## src/rtl/parity_xcvr.sv

```systemverilog
module parity_xcvr #(
  parameter int W = 8
) (
  input  logic         clk,
  input  logic         rst_n,
  input  logic         oea_n,
  input  logic         oeb_n,
  input  logic         hold,
  input  logic         clr_n,
  input  logic [W-1:0] a_i,
  output logic [W-1:0] a_o,
  output logic         a_oe,
  input  logic [W-1:0] b_i,
  output logic [W-1:0] b_o,
  output logic         b_oe,
  input  logic         par_i,
  output logic         par_o,
  output logic         par_oe,
  output logic         err_o,
  output logic         err_oe
);

  logic to_b, to_a, force_bad;
  logic live_err, stored_err;

  assign to_b      = !oeb_n;
  assign to_a      = !oea_n && oeb_n;
  assign force_bad = !oea_n && !oeb_n;

  assign b_o    = a_i;
  assign b_oe   = to_b;
  assign par_oe = to_b;
  assign par_o  = force_bad ? (^a_i) : ~(^a_i);

  assign a_o  = b_i;
  assign a_oe = to_a;

  assign live_err = ~(^{b_i, par_i});

  always_ff @(posedge clk or negedge rst_n) begin
    if (!rst_n)       stored_err <= 1'b0;
    else if (!clr_n)  stored_err <= 1'b0;
    else if (!hold)   stored_err <= live_err;
  end

  assign err_o  = 1'b0;
  assign err_oe = clr_n && (hold ? stored_err : live_err);

  AST_ODD_GEN: assert property (@(posedge clk) disable iff (!rst_n)
    (!oeb_n && oea_n) |-> (^{b_o, par_o}) == 1'b1);
  AST_A_FWD: assert property (@(posedge clk) disable iff (!rst_n)
    (!oea_n && oeb_n) |-> (a_oe && a_o == b_i && !b_oe));
  AST_ISOLATE: assert property (@(posedge clk) disable iff (!rst_n)
    (oea_n && oeb_n) |-> !(a_oe || b_oe || par_oe));
  AST_FORCED: assert property (@(posedge clk) disable iff (!rst_n)
    (!oea_n && !oeb_n) |-> (^{b_o, par_o}) == 1'b0);
  AST_NEVER_HIGH: assert property (@(posedge clk) disable iff (!rst_n)
    err_o == 1'b0);
  AST_HOLD_STABLE: assert property (@(posedge clk) disable iff (!rst_n)
    (hold && clr_n && $past(hold && clr_n)) |-> $stable(err_oe));
  AST_CLR: assert property (@(posedge clk) disable iff (!rst_n)
    !clr_n |-> !err_oe);
  AST_NO_CONTENTION: assert property (@(posedge clk) disable iff (!rst_n)
    !(a_oe && b_oe));

endmodule

```

## config.mk

```make
export PLATFORM = sky130hd
export DESIGN_NAME = parity_xcvr
export DESIGN_NICKNAME = d
export VERILOG_FILES = /design/src/rtl/parity_xcvr.sv
export SDC_FILE = /design/constraint.sdc
export NUM_CORES = 1
export LEC_CHECK = 0
export CORE_AREA = 2 2 41 43
export DETAILED_ROUTE_END_ITERATION = 8
export DIE_AREA = 0 0 43 45
export PLACE_DENSITY = 0.83
export SLEW_MARGIN = 20
export SYNTH_ARGS = -nofsm -noshare
export SYNTH_HDL_FRONTEND = slang
export SYNTH_SLANG_ARGS = --single-unit
```

## constraint.sdc

```tcl
create_clock -name clk -period 1.9 [get_ports clk]
set_input_delay 0.38 -clock clk [delete_from_list [all_inputs] [get_ports clk]]
set_output_delay 0.38 -clock clk [all_outputs]
set_load 0.05 [all_outputs]
```

Word level (Yosys, flattened, before mapping):

Cells that the tools add are included.

* add/subtract/negate cells: 0
* multiply operators: 0
* div/mod/pow operators: 0
* magnitude comparators: 0
* equality and inequality tests: 0
* shift operators: 0
* multiplexer cells: 3
* bitwise gates (word level): 2
* reductions and logical operators: 7

Operators by type and width (number)
* 9-bit parity: 1
* 8-bit parity: 1
* 1-bit logical AND: 3
* 1-bit 2-to-1 mux: 3
* 1-bit zero test: 2
* 1-bit inverter: 2

* bits in registers: 1
* latch bits: 0
* bits in writable memories: 0
* ROM bits: 0
* input bits: 23
* output and inout bits: 22
* word-level logic and storage cells: 13
* memories kept: 0

Logic depth before layout (Yosys ltp):

* depth after elaboration: 4
* mapped depth: 4
* depth with buffers taken out: 4

Worst setup path after synthesis:

Ideal clock, no wire load.

* path kind: input -> output
* start: input a_i[5]
* end: output par_o
* data arrival time: 1.636 ns
* data required time: 1.520 ns
* slack: -0.116 ns
* cell stages on the path: 4
* buffers on the path: 0
* path through: xnor2_1 -> xnor2_1 -> xnor2_1 -> xnor2_1

* word-level cells in the longest chain between the ends: 3

RTL lines
* from (decl): line 10 `input logic [W-1:0] a_i,`
* 8-bit parity *: line 33 `assign par_o = force_bad ? (^a_i) : ~(^a_i);`
* 1-bit inverter: line 33
* 1-bit 2-to-1 mux *: line 33
* to (decl): line 17 `output logic par_o,`

Every way passes the cells marked *; elsewhere a longest branch is shown, timed or not.

Worst setup path after layout:

* start: input b_i[5]
* end: output err_oe

* word-level cells in the longest chain between the ends: 4

RTL lines
* from (decl): line 13 `input logic [W-1:0] b_i,`
* 9-bit parity: line 38 `assign live_err = ~(^{b_i, par_i});`
* 1-bit inverter: line 38
* 1-bit 2-to-1 mux: line 47 `assign err_oe = clr_n && (hold ? stored_err : live_err);`
* 1-bit logical AND: line 47
* to (decl): line 20 `output logic err_oe`

No other way between the ends.

==> out/qor.yml <==
run_status:
  outcome: "finished with violations"
  violations: "negative setup slack"
synth:
  synth-seq-cells: 1
  synth_nets: 63
  syn-cell-area_um2: 344
  syn_inst: 40
  ys.warnings.count: 0
  avgSynthCellArea_um2: 8.60
  yosysSeqAreaShare_pct: 7.27
  ys_types: 11
final_layout:
  area_delta_synth_final_pct: 184
  drive_gt1_share_pct: 63.3
  top_register: "stored_err"
  largest_reg_flops: 1
  layoutNonFillerInstCount: 95
  layout_commonest_cell: "buf_12"
  final_core_util_pct: 66.4
  layout.nets: 104
  diodes: 0
  layout_common_cells: "buf_12 (21), buf_4 (14), xnor2_1 (7), dlygate4sd2_1 (7), xnor2_2 (6)"
  top_regs: "stored_err: 1 flops"
clocking:
  clock_latency_ps: 0
  post_cts_buffers: 0
  clk_pin_slew_ps: 0
floorplanning:
  dieArea_mm2: 0.00194
  core_area_mm2: 0.00147
  die_h_um: 45
  rows: 14
  initial_utilization_pct: 23.4
  ioPinCount: 45
  die_w_um: 43
power_and_ir_drop:
  leakage_nw: 0.484
  p_per_area_mw_per_mm2: 480
  peakVddDrop_uv: 274
  power_mw: 0.469
timing:
  fin_crit_ps: 1950
  period_share_pct: 103
  rsz0062_at_grt: "true"
  fin_skew_ps: 0
  fmax_mhz: 513
  slew_viol_final: 0
  setup_viol: 1
  setup_slack_ps: -49.6
  hold_viol: 0
critical_path:
  required_ps: 1520
  crit_arrival_ps: 1570
  endpoint_kind: "output pin"
  cp_max_fo: 2
  critPathKind: "input pin to output pin"
  startpoint_type: "input pin"
placed_design:
  dp.cells: 95
  port_buffers: 43
  gp_congestion: 0.622
  dpl_worst_slack_ps: -467
  dp_hpwl_um: 959
route:
  drc: 0
  via_per_inst: 3.85
  drt_iter0_drc: 1
  ant_nets: 0
  drt_wl_total_um: 1000
  dr_total_vias: 366
  dr.pass1.iters: 2
  wl_per_cell_um: 10.6
global_route:
  grt_overflow_total: 0
  grt_max_degree: 4
  grt_pass1_wl_um: 1590
  grt_usage_pct: 10.7
  antenna_found_initial: 0
  grt_pass1_vias: 369
flow_run:
  cap_violations: 0
min_path:
  min_path_type: "input pin to asynchronous set/reset pin"
power breakdown:
part           total, mW  switching [mW]  internal [mW]  leakage, nW
combinational      0.444           0.211          0.233        0.471
sequential        0.0252        0.000534         0.0247       0.0130
clock                  0               0              0            0
worst paths after layout:
path	startpoint	to	slack (ps)	cells past startpoint
setup / recovery	b_i[5]	err_oe	-50	6
hold / removal	rst_n	stored_err$_DFF_PN0_	530	1
setup reg to reg	stored_err$_DFF_PN0_	stored_err$_DFF_PN0_	1140	2
hold reg to reg	stored_err$_DFF_PN0_	stored_err$_DFF_PN0_	640	2
max in group asynchronous	rst_n	stored_err$_DFF_PN0_	1270	1
min in group clk	stored_err$_DFF_PN0_	stored_err$_DFF_PN0_	640	2
per-layer routing:
layer  part of all wire, %  vias to the layer above  global-route usage [%]
met4                   2.7                        0                    2.42
met2                    63                       20                    25.2
li1                      -                      180                       -
met3                   7.5                        2                    1.20
met5                     0                        -                       0
met1                    27                      164                    9.11
cells in the mapped netlist:
cell type  number  area share [%]
inv_1           1             1.1
dfrtp_1         1             7.3
o211a_1         1             2.9
xnor2_1        12              31
nand2b_1        1             1.8
buf_4          18              39
conb_1          1             1.1
xnor3_1         1             6.5
xor2_1          1             2.5
xnor2_2         1             4.7
nor2_1          2             2.2
final cells by class:
type | count | area [um^2]
Fill cell | 131 | 494
Tap cell | 16 | 20.0
Sequential cell | 1 | 25.0
Timing Repair Buffer | 57 | 711
Inverter | 1 | 3.75
Multi-Input combinational cell | 20 | 218
metrics by stage:
stage / instance area (um^2) / setup TNS (ps) / hold slack (ps)
floorplan: 352 / 0 / 84.4
CTS: 970 / -87.3 / 531
detailed placement: 982 / -738 / 531
global route: 977 / -120 / 538
global placement: 982 / -683 / 530
finish: 977 / -49.6 / 529
repair_timing:
action | 4_1_cts | 5_1_grt
setup endpoints to repair | 3 | 2
hold buffers | 0 | 0
gates resized for setup | 35 | 11
pin swaps | 14 | 9
worst max-delay path, cell delays in order:
cell and delay (ps):
buf_6 100, xnor2_2 130, xnor3_1 420, xnor2_1 130, o211a_1 250, buf_12 160
cell families after synthesis:
logic type	count (synthesis)	share of synthesized area [%]
DFF	1	7.27
and+or+nand+nor	3	4.00
AOI/OAI and AO/OA	1	2.91
buffers and inverters	19	40.4
xor gates and xnor gates	15	44.4
other	1	1.09
Power figures use the tool's default switching activity.
